--- config.mk ---
export PLATFORM = sky130hd
export DESIGN_NAME = dvfs_idle_governor
export DESIGN_NICKNAME = d
export VERILOG_FILES = /design/src/rtl/dvfs_gov_pkg.sv /design/src/rtl/dvfs_idle_avg.sv /design/src/rtl/dvfs_step_ctrl.sv /design/src/rtl/dvfs_cfg_regs.sv /design/src/rtl/dvfs_idle_governor.sv
export SDC_FILE = /design/constraint.sdc
export NUM_CORES = 1
export LEC_CHECK = 0
export BUFFER_PORTS_ARGS = -buffer_cell sky130_fd_sc_hd__buf_2
export CAP_MARGIN = 30
export CELL_PAD_IN_SITES_DETAIL_PLACEMENT = 1
export CELL_PAD_IN_SITES_GLOBAL_PLACEMENT = 2
export CORE_MARGIN = 1.5
export CORE_UTILIZATION = 33
export DETAILED_ROUTE_END_ITERATION = 10
export PLACE_DENSITY_LB_ADDON = 0.05
export RECOVER_POWER = 50
export SKIP_LAST_GASP = 1
export SYNTH_ARGS = -nofsm -noshare
export SYNTH_HDL_FRONTEND = slang
export SYNTH_SLANG_ARGS = --single-unit
--- constraint.sdc ---
create_clock -name clk -period 3.3 [get_ports clk]
set_clock_uncertainty 0.1 [all_clocks]
set_input_delay 0.165 -clock clk [delete_from_list [all_inputs] [get_ports clk]]
set_output_delay 0.165 -clock clk [all_outputs]
set_load 0.01 [all_outputs]
--- src/rtl/dvfs_gov_pkg.sv ---
package dvfs_gov_pkg;
  typedef enum logic [1:0] {
    LVL_LOW  = 2'd0,
    LVL_MED  = 2'd1,
    LVL_HIGH = 2'd2
  } lvl_e;

  typedef enum logic [1:0] {
    STEP_NONE = 2'd0,
    STEP_UP   = 2'd1,
    STEP_DOWN = 2'd2
  } step_e;

  localparam logic [2:0] ADDR_THR_DN = 3'd0;
  localparam logic [2:0] ADDR_THR_UP = 3'd1;
  localparam logic [2:0] ADDR_SETTLE = 3'd2;
  localparam logic [2:0] ADDR_STAT   = 3'd3;
  localparam logic [2:0] ADDR_LEVEL  = 3'd4;
endpackage

--- src/rtl/dvfs_idle_avg.sv ---
module dvfs_idle_avg #(
  parameter int SAMPLE_W   = 8,
  parameter int LOG2_N     = 1,
  parameter int LOG2_M     = 2,
  parameter int HIST_DEPTH = 16
) (
  input  logic                clk,
  input  logic                rst_n,
  input  logic                smp_fire,
  input  logic [SAMPLE_W-1:0] smp_data,
  output logic [SAMPLE_W-1:0] avg_short,
  output logic [SAMPLE_W-1:0] avg_long,
  output logic                decide
);
  localparam int WIN_N  = 1 << LOG2_N;
  localparam int WIN_M  = 1 << LOG2_M;
  localparam int SUM_W  = SAMPLE_W + LOG2_M;
  localparam int FILL_W = $clog2(WIN_M + 1);

  // shift history, newest sample in stage 0
  for (genvar g = 0; g < HIST_DEPTH; g++) begin : g_hist
    logic [SAMPLE_W-1:0] q;
    if (g == 0) begin : g_head
      always_ff @(posedge clk or negedge rst_n) begin
        if (!rst_n)        q <= '0;
        else if (smp_fire) q <= smp_data;
      end
    end else begin : g_tail
      always_ff @(posedge clk or negedge rst_n) begin
        if (!rst_n)        q <= '0;
        else if (smp_fire) q <= g_hist[g-1].q;
      end
    end
  end

  logic [SUM_W-1:0]  sum_n_q, sum_m_q;
  logic [SUM_W-1:0]  ext_new, leave_n, leave_m;
  logic [FILL_W-1:0] fill_q;
  logic              taken_q;
  logic              full;

  assign ext_new = SUM_W'(smp_data);
  assign leave_n = SUM_W'(g_hist[WIN_N-1].q);
  assign leave_m = SUM_W'(g_hist[WIN_M-1].q);
  assign full    = (fill_q == FILL_W'(WIN_M));

  always_ff @(posedge clk or negedge rst_n) begin
    if (!rst_n) begin
      sum_n_q <= '0;
      sum_m_q <= '0;
      fill_q  <= '0;
      taken_q <= 1'b0;
    end else begin
      taken_q <= smp_fire;
      if (smp_fire) begin
        sum_n_q <= sum_n_q + ext_new - leave_n;
        sum_m_q <= sum_m_q + ext_new - leave_m;
        if (!full) fill_q <= fill_q + 1'b1;
      end
    end
  end

  assign avg_short = SAMPLE_W'(sum_n_q >> LOG2_N);
  assign avg_long  = SAMPLE_W'(sum_m_q >> LOG2_M);
  assign decide    = taken_q & full;
endmodule

--- src/rtl/dvfs_step_ctrl.sv ---
module dvfs_step_ctrl
  import dvfs_gov_pkg::*;
#(
  parameter int SAMPLE_W = 8,
  parameter int TIMER_W  = 16
) (
  input  logic                clk,
  input  logic                rst_n,
  input  logic                decide,
  input  logic                active,
  input  logic [SAMPLE_W-1:0] avg_short,
  input  logic [SAMPLE_W-1:0] avg_long,
  input  logic [SAMPLE_W-1:0] thr_dn,
  input  logic [SAMPLE_W-1:0] thr_up,
  input  logic [TIMER_W-1:0]  settle,
  output lvl_e                level,
  output logic                busy,
  output logic                expire
);
  lvl_e               level_q;
  logic [TIMER_W-1:0] timer_q;
  logic [TIMER_W-1:0] settle_eff;
  logic               up_cond, dn_cond, may_decide;
  step_e              step;

  assign settle_eff = (settle == '0) ? TIMER_W'(1) : settle;
  assign busy       = (timer_q != '0);
  assign expire     = (timer_q == TIMER_W'(1));
  assign up_cond    = (avg_short < thr_up);
  assign dn_cond    = (avg_long > thr_dn);
  assign may_decide = decide & active & ~busy;

  always_comb begin
    step = STEP_NONE;
    if (may_decide) begin
      if (up_cond) begin
        if (level_q != LVL_HIGH) step = STEP_UP;
      end else if (dn_cond && level_q != LVL_LOW) begin
        step = STEP_DOWN;
      end
    end
  end

  always_ff @(posedge clk or negedge rst_n) begin
    if (!rst_n) begin
      level_q <= LVL_HIGH;
      timer_q <= '0;
    end else begin
      unique case (step)
        STEP_UP:   level_q <= lvl_e'(level_q + 2'd1);
        STEP_DOWN: level_q <= lvl_e'(level_q - 2'd1);
        default:   level_q <= level_q;
      endcase
      if (step != STEP_NONE) timer_q <= settle_eff;
      else if (busy)         timer_q <= timer_q - 1'b1;
    end
  end

  assign level = level_q;
endmodule

--- src/rtl/dvfs_cfg_regs.sv ---
module dvfs_cfg_regs
  import dvfs_gov_pkg::*;
#(
  parameter int SAMPLE_W = 8,
  parameter int TIMER_W  = 16
) (
  input  logic                clk,
  input  logic                rst_n,
  input  logic                cfg_we,
  input  logic [2:0]          cfg_addr,
  input  logic [31:0]         cfg_wdata,
  input  logic                irq_clr,
  input  logic                expire,
  input  lvl_e                level,
  input  logic                active,
  output logic [SAMPLE_W-1:0] thr_dn,
  output logic [SAMPLE_W-1:0] thr_up,
  output logic [TIMER_W-1:0]  settle,
  output logic                armed,
  output logic                irq,
  output logic [31:0]         cfg_rdata
);
  logic dn_set_q, up_set_q, irq_q;

  always_ff @(posedge clk or negedge rst_n) begin
    if (!rst_n) begin
      thr_dn   <= '0;
      thr_up   <= '0;
      settle   <= '0;
      dn_set_q <= 1'b0;
      up_set_q <= 1'b0;
    end else if (cfg_we) begin
      case (cfg_addr)
        ADDR_THR_DN: begin
          thr_dn   <= cfg_wdata[SAMPLE_W-1:0];
          dn_set_q <= 1'b1;
        end
        ADDR_THR_UP: begin
          thr_up   <= cfg_wdata[SAMPLE_W-1:0];
          up_set_q <= 1'b1;
        end
        ADDR_SETTLE: settle <= cfg_wdata[TIMER_W-1:0];
        default: ;
      endcase
    end
  end

  always_ff @(posedge clk or negedge rst_n) begin
    if (!rst_n)       irq_q <= 1'b0;
    else if (expire)  irq_q <= 1'b1;
    else if (irq_clr) irq_q <= 1'b0;
  end

  always_comb begin
    case (cfg_addr)
      ADDR_THR_DN: cfg_rdata = 32'(thr_dn);
      ADDR_THR_UP: cfg_rdata = 32'(thr_up);
      ADDR_SETTLE: cfg_rdata = 32'(settle);
      ADDR_STAT:   cfg_rdata = {31'b0, irq_q};
      ADDR_LEVEL:  cfg_rdata = {29'b0, active, level};
      default:     cfg_rdata = '0;
    endcase
  end

  assign armed = dn_set_q & up_set_q;
  assign irq   = irq_q;
endmodule

--- src/rtl/dvfs_idle_governor.sv ---
module dvfs_idle_governor
  import dvfs_gov_pkg::*;
#(
  parameter int SAMPLE_W   = 8,
  parameter int TIMER_W    = 16,
  parameter int LOG2_N     = 1,
  parameter int LOG2_M     = 2,
  parameter int HIST_DEPTH = 16
) (
  input  logic                clk,
  input  logic                rst_n,
  input  logic                smp_valid,
  output logic                smp_ready,
  input  logic [SAMPLE_W-1:0] smp_idle,
  input  logic                run_req_n,
  input  logic                cfg_we,
  input  logic [2:0]          cfg_addr,
  input  logic [31:0]         cfg_wdata,
  output logic [31:0]         cfg_rdata,
  output logic [1:0]          lvl_req,
  output logic                irq
);
  logic [SAMPLE_W-1:0] avg_short_w, avg_long_w, thr_dn_w, thr_up_w;
  logic [TIMER_W-1:0]  settle_w;
  logic                decide_w, busy_w, expire_w, armed_w, active_w, irq_clr_w;
  lvl_e                level_w;

  assign smp_ready = 1'b1;
  assign active_w  = armed_w & ~run_req_n;
  assign irq_clr_w = cfg_we & (cfg_addr == ADDR_STAT) & cfg_wdata[0];

  dvfs_idle_avg #(
    .SAMPLE_W(SAMPLE_W), .LOG2_N(LOG2_N), .LOG2_M(LOG2_M), .HIST_DEPTH(HIST_DEPTH)
  ) avg_i (
    .clk(clk), .rst_n(rst_n),
    .smp_fire(smp_valid & smp_ready), .smp_data(smp_idle),
    .avg_short(avg_short_w), .avg_long(avg_long_w), .decide(decide_w)
  );

  dvfs_step_ctrl #(.SAMPLE_W(SAMPLE_W), .TIMER_W(TIMER_W)) step_i (
    .clk(clk), .rst_n(rst_n), .decide(decide_w), .active(active_w),
    .avg_short(avg_short_w), .avg_long(avg_long_w),
    .thr_dn(thr_dn_w), .thr_up(thr_up_w), .settle(settle_w),
    .level(level_w), .busy(busy_w), .expire(expire_w)
  );

  dvfs_cfg_regs #(.SAMPLE_W(SAMPLE_W), .TIMER_W(TIMER_W)) regs_i (
    .clk(clk), .rst_n(rst_n), .cfg_we(cfg_we), .cfg_addr(cfg_addr),
    .cfg_wdata(cfg_wdata), .irq_clr(irq_clr_w), .expire(expire_w),
    .level(level_w), .active(active_w),
    .thr_dn(thr_dn_w), .thr_up(thr_up_w), .settle(settle_w),
    .armed(armed_w), .irq(irq), .cfg_rdata(cfg_rdata)
  );

  assign lvl_req = level_w;
endmodule

==> results of run 1 <==
[worst paths after layout]
check	start	endpoint	slack, ps	cells past startpoint
setup / recovery	smp_idle[1]	avg_i.sum_m_q[9]	270	12
hold / removal	smp_idle[0]	avg_i.g_hist[0].q[0]	3	2
min in group asynchronous	rst_n	avg_i.sum_n_q[0]	530	2
setup reg to reg	step_i.timer_q[5]	step_i.timer_q[0]	310	9
max in group asynchronous	rst_n	avg_i.g_hist[3].q[7]	1230	3
hold reg to reg	regs_i.dn_set_q	regs_i.dn_set_q	380	1
[routing by layer]
metal | share of wire | wire length [um]
met4 | 0.016 | 267
met1 | 0.44 | 7220
met3 | 0.023 | 379
met5 | 0 | 0
met2 | 0.52 | 8590
[final cells by class]
class,count,area share
repair buffers,86,0.0718
flip-flops and latches,108,0.358
inverters,85,0.0422
clock inverters,4,0.0129
well taps,265,0.0439
multi-input cells,447,0.439
clock buffers,11,0.0321
[state kept, by name, summed over array words and instances (netlist names)]
register,count
step_i.level,2
regs_i.settle,16
regs_i.up_set_q,1
regs_i.irq,1
regs_i.thr_dn,8
regs_i.thr_up,8
avg_i.g_hist.q,32
regs_i.dn_set_q,1
avg_i.sum_m_q,10
avg_i.taken_q,1
avg_i.sum_n_q,9
avg_i.fill_q,3
step_i.timer_q,16
[what timing repair did]
| action | in CTS | in global routing |
|---|---|---|
| hold buffers | 23 | 0 |
| endpoints found under the hold margin | 81 | 0 |
| setup buffers | 0 | 0 |
[kinds of logic after synthesis]
family / after synthesis / synth area share
other: 2 / 0.00115
and+or+nand+nor: 166 / 0.133
adders and majority gates: 56 / 0.126
DFF: 108 / 0.416
AOI/OAI and AO/OA: 128 / 0.115
buffers and inverters: 123 / 0.0816
muxes: 56 / 0.0947
xor gates and xnor gates: 24 / 0.0323
[worst max-delay path, delay by kind of cell]
kind,cells,cell delay [ps]
adders and majority gates,2,910
AOI/OAI and AO/OA,5,1190
buffers and inverters,4,750
xor gates and xnor gates,1,150
[where the power goes]
group / switching, mW / total, mW / internal (mW) / leakage (nW)
registers: 0.247 / 1.87 / 1.63 / 1.28
logic: 1.49 / 2.71 / 1.23 / 2.02
clock network: 0.501 / 1.26 / 0.760 / 0.162
total: 2.23 / 5.85 / 3.61 / 3.45
[Yosys cell counts (all sizes together) (2+ instances only)]
library cell and instances:
a211oi 2, a21boi 2, a21o 2, a21oi 36
and2 11, buf 27, clkbuf 11, conb 2
dfrtp 107, fa 16, ha 40, inv 85
mux2 44, mux2i 12, nand2 47, nand2b 11
nand3 11, nand3b 2, nand4 6, nor2 38
nor2b 7, nor3 12, nor3b 2, nor4 11
o2111ai 2, o211ai 3, o21a 7, o21ai 52
o22a 2, o22ai 7, o31ai 2, o32ai 2
o41ai 2, or2 4, xnor2 17, xor2 7
==> impl_metrics.toml, run 1 <==
[floorplan]
core_area_sq_um = 19400
rows = 51
die_h_um = 143
ioPinCount = 84
die_area_sq_um = 20600
die_w_um = 143
initial_core_util = 0.335

[cells_and_area]
n_antenna_cell = 0
finalNetCount = 841
layout-drive-gt1-share = 0.163
mostFrequentLayoutCells = "dfrtp_1, inv_1, o21ai_0"
stdcell_count = 1006
stdcell_area_sq_um = 7560
num-fill-cells = 2259
multi_input_area_sq_um = 3320
syn_to_final_growth_pct = 16.2
regArea_sq_um = 2700
fin_util = 0.390
final_common_cell = "dfrtp_1"

[setup_path]
cp_max_fo = 4
cpMaxStageDelayCell = "fa_1"
worstPathCellList = "dlygate4sd3_1 -> buf_2 -> inv_1 -> fa_1 -> inv_1 -> ha_1 -> a211oi_1 -> o21bai_1 -> a21oi_1 -> o22ai_1 -> xnor2_1 -> o32ai_1"
required_ps = 3450
setup.worst_path.class = "input port to flip-flop"
crit_arrival_ps = 3180
cpMostUsedCell = "inv_1"
critPathMaxStageDelay_ps = 610
end_kind = "flip-flop"
startpoint_type = "input port"

[logic_synthesis]
synth_top_area_frac = 0.412
synth_area_leaders = "dfrtp_1, ha_1, mux2_2"
synthCells = 663
yosysWarnings = 0
yosys.area.top_type = "dfrtp_1"
ys_types = 59
avgSynthCellArea_sq_um = 9.81
syn-cell-area_sq_um = 6500
ys_ff_latch = 108
synth_edf_count = 0
synth.yosys.seq_area_share = 0.416
async_flop_share = 1.00
synthFlopType = "dfrtp_1"

[grt]
track_usage = 0.175
grt-ovfl-total = 0
grt_pass1_vias = 5269
grt.met1_usage = 0.215
antenna_found_initial = 0
top_usage_layer = "met2"
use_met2 = 0.316
grt_pass1_wl_um = 27500
grt_use_met3 = 0.0283
grt_max_degree = 50

[timing]
hold_viol = 0
worst_slack_ps = 270
final-max-slew-violation-count = 0
fin_crit_ps = 3030
finalCritPeriodShare = 0.918
fmax_ghz = 0.330
hold_slack_ps = 3.42
relSlewSlack = 0.0239
tightestPinTransition_ps = 1460
rsz0062_at_grt = "false"
setup_tns_ps = 0
setup_viol_count_final = 0

[placed_design]
pre_cts_ws_ps = 347
finalWeightedCongestion = 0.794
port-buffer-count = 50
dp_cells = 968
place_area_sq_um = 7030
hpwl_um = 13000

[power]
irDropWorstVdd_mv = 0.370
power_mw = 5.85
power.leakage_nw = 3.45
powerDensity_nw_per_um2 = 774

[route]
antenna_left = 0
vias = 4829
drt_first_pass_iters = 4
first_iter_violations = 167
drc = 0
wl_per_cell_um = 16.4
viasPerCell = 4.80
routed_wl_um = 16500

[cts]
cts.sinks = 108
htreeDepth = 3
clockRootBuffer = "clkbuf_16"
clock_latency_ps = 350
cts_made_buffers = 9
cts_max_path_buffers = 2
path_clk_slew_ps = 70
cts_tree = "done"
cts_resized = 0

[job]
max-cap-violations = 0

[worst_hold_path]
hold_class = "input port to flip-flop"

[outcome]
status = "completed"
No activity file was read; power rests on OpenSTA's default activity.
==> run 2: changes to the inputs <==
- CORE_ASPECT_RATIO: default -> 1.5
- CORE_MARGIN: 1.5 -> 3
==> run 2 against run 1 <==
  * Global-route usage decreased by 0.83 points
  * The flow now finishes with violations (max-capacitance violations, max-slew violations)
  * Critical path depth unchanged
  * Utilization decreased by 0.053 points
  * Via count down 0.33%
==> impl_metrics.toml, run 2 (same netlist as run 1, synthesis figures left out) <==
[outcome]
status = "finished with violations"
violations = "max-capacitance violations, max-slew violations"

[setup_path]
critPathLaunch = "smp_idle[1]"
end_kind = "flip-flop"
r2r_cells = 10
r2r_end = "step_i.timer_q[10]"
critPathMaxStageDelay_ps = 600
r2r-start = "step_i.timer_q[5]"
worstPathCellList = "dlygate4sd3_1 -> buf_2 -> inv_1 -> fa_1 -> inv_1 -> ha_1 -> a211oi_1 -> o21bai_1 -> a21oi_1 -> o22ai_1 -> xnor2_1 -> o32ai_1"
cpMostUsedCell = "inv_1"
r2r_setup_slack_ps = 370
crit_arrival_ps = 3160
setup.worst_path.class = "input port to flip-flop"
cp_max_fo = 4
cpMaxStageDelayCell = "fa_1"
cp-endpoint = "avg_i.sum_m_q[9]"
required_ps = 3460
startpoint_type = "input port"

[grt]
grt-ovfl-total = 0
track_usage = 0.167
grt_pass1_wl_um = 27600
antenna_found_initial = 0
grt_max_degree = 61
grt_pass1_vias = 5275

[timing]
setup_viol_count_final = 0
rsz0062_at_grt = "false"
tightestPinTransition_ps = 1580
final-max-slew-violation-count = 60
finalCritPeriodShare = 0.909
fmax_ghz = 0.333
worst_slack_ps = 300
setup_tns_ps = 0
hold_viol = 0
relSlewSlack = -0.0512
fin_crit_ps = 3000

[cells_and_area]
top_register = "avg_i.g_hist.q"
biggestRegsByFlops = "avg_i.g_hist.q: 32 flops, regs_i.settle: 16 flops, step_i.timer_q: 16 flops"
layout-drive-gt1-share = 0.168
syn_to_final_growth_pct = 15.1
stdcell_area_sq_um = 7490
n_antenna_cell = 0
mostFrequentLayoutCells = "dfrtp_1, inv_1, o21ai_0"
final_common_cell = "dfrtp_1"
finalNetCount = 836
largest_register_ffs = 32

[power]
p_switching_mw = 2.29
pwr-share-comb = 0.488
seq_power_share = 0.325
powerDensity_nw_per_um2 = 761
power.leakage_nw = 3.43
internal_power_mw = 3.41
power_mw = 5.70
clockPowerShare = 0.188
irDropWorstVdd_mv = 0.289
sw_frac_of_total = 0.402

[floorplan]
die_h_um = 178
die_w_um = 121
die_area_sq_um = 21500
core_area_sq_um = 19200
rows = 62
initial_core_util = 0.338
ioPinCount = 84

[cts]
clockRootBuffer = "clkbuf_16"
cts_max_path_buffers = 2
htreeDepth = 3
path_clk_slew_ps = 70
cts.sinks = 108
cts_made_buffers = 9
cts_resized = 0
post_cts_buffers = 0
cts_tree = "done"
clock_latency_ps = 360

[placed_design]
place_area_sq_um = 7000
finalWeightedCongestion = 0.820
pre_cts_ws_ps = 319
port-buffer-count = 50
hpwl_um = 13600

[route]
routed_wl_um = 17100
viasPerCell = 4.85
antenna_left = 0
vias = 4813
drt_first_pass_iters = 4
wl_per_cell_um = 17.2
first_iter_violations = 132
drc = 0

[worst_hold_path]
hold_class = "input port to flip-flop"

[job]
max-cap-violations = 1
==> run 2: cell count changes in the layout (fill, tap and decap cells not counted), moves of 2 or more <==
cell | before | now
inv_6 | 0 | 3
clkbuf_1 | 13 | 8
bufinv_16 | 3 | 0
buf_2 | 44 | 46
==> run 2: layer usage <==
layer / track usage / share of wire
met5: 0 / 0
met4: 0.0572 / 0.021
met3: 0.0214 / 0.018
met2: 0.337 / 0.59
met1: 0.172 / 0.37
==> run 2: how the worst min path moves through the flow <==
stage,depth (start not counted),from,to
global route,2,smp_idle[0],avg_i.g_hist[0].q[0]
floorplan,0,rst_n,avg_i.fill_q[0]
detailed placement,1,rst_n,avg_i.sum_m_q[0]
finish,2,smp_idle[0],avg_i.g_hist[0].q[0]
CTS,2,smp_idle[0],avg_i.g_hist[0].q[0]
global placement,1,rst_n,avg_i.sum_m_q[0]
==> run 2: cell type report <==
class	instances	area, sq um
fill	2221	11800
multi-input combinational	447	3330
sequential	108	2700
timing repair buffer	81	532
tap	256	320
inverter	85	319
clock buffer	11	243
clock inverter	5	42.5
==> run 2: timing repair <==
action / 4_1_cts / 5_1_grt
hold endpoints to repair: 90 / 0
hold buffers: 22 / 0
setup endpoints to repair: 0 / 0
==> run 2: power by group through the flow <==
| stage | sequential (mW) | combinational (mW) | clock (mW) |
|---|---|---|---|
| 2_1_floorplan | 1.79 | 2.12 | 0 |
| 3_3_place_gp | 1.88 | 2.69 | 0 |
| 5_1_grt | 1.90 | 3.21 | 1.16 |
| 6_report | 1.85 | 2.78 | 1.07 |
| 3_5_place_dp | 1.88 | 2.81 | 0 |
| 4_1_cts | 1.86 | 2.85 | 1.11 |
==> run 2: critical path: cells and delay by family <==
family / cells / cell delay, ps
buffers and inverters: 4 / 780
AO/OA/AOI/OAI: 5 / 1160
adder cells (fa/ha/maj): 2 / 900
XOR/XNOR: 1 / 150
==> run 2: per-stage QoR <==
step,utilization,hold slack (ps),std cells
CTS,0.390,3.38,993
global placement,0.364,206,955
finish,0.389,7.46,993
detailed placement,0.364,219,955
global route,0.389,25.4,993
floorplan,-,-231,678
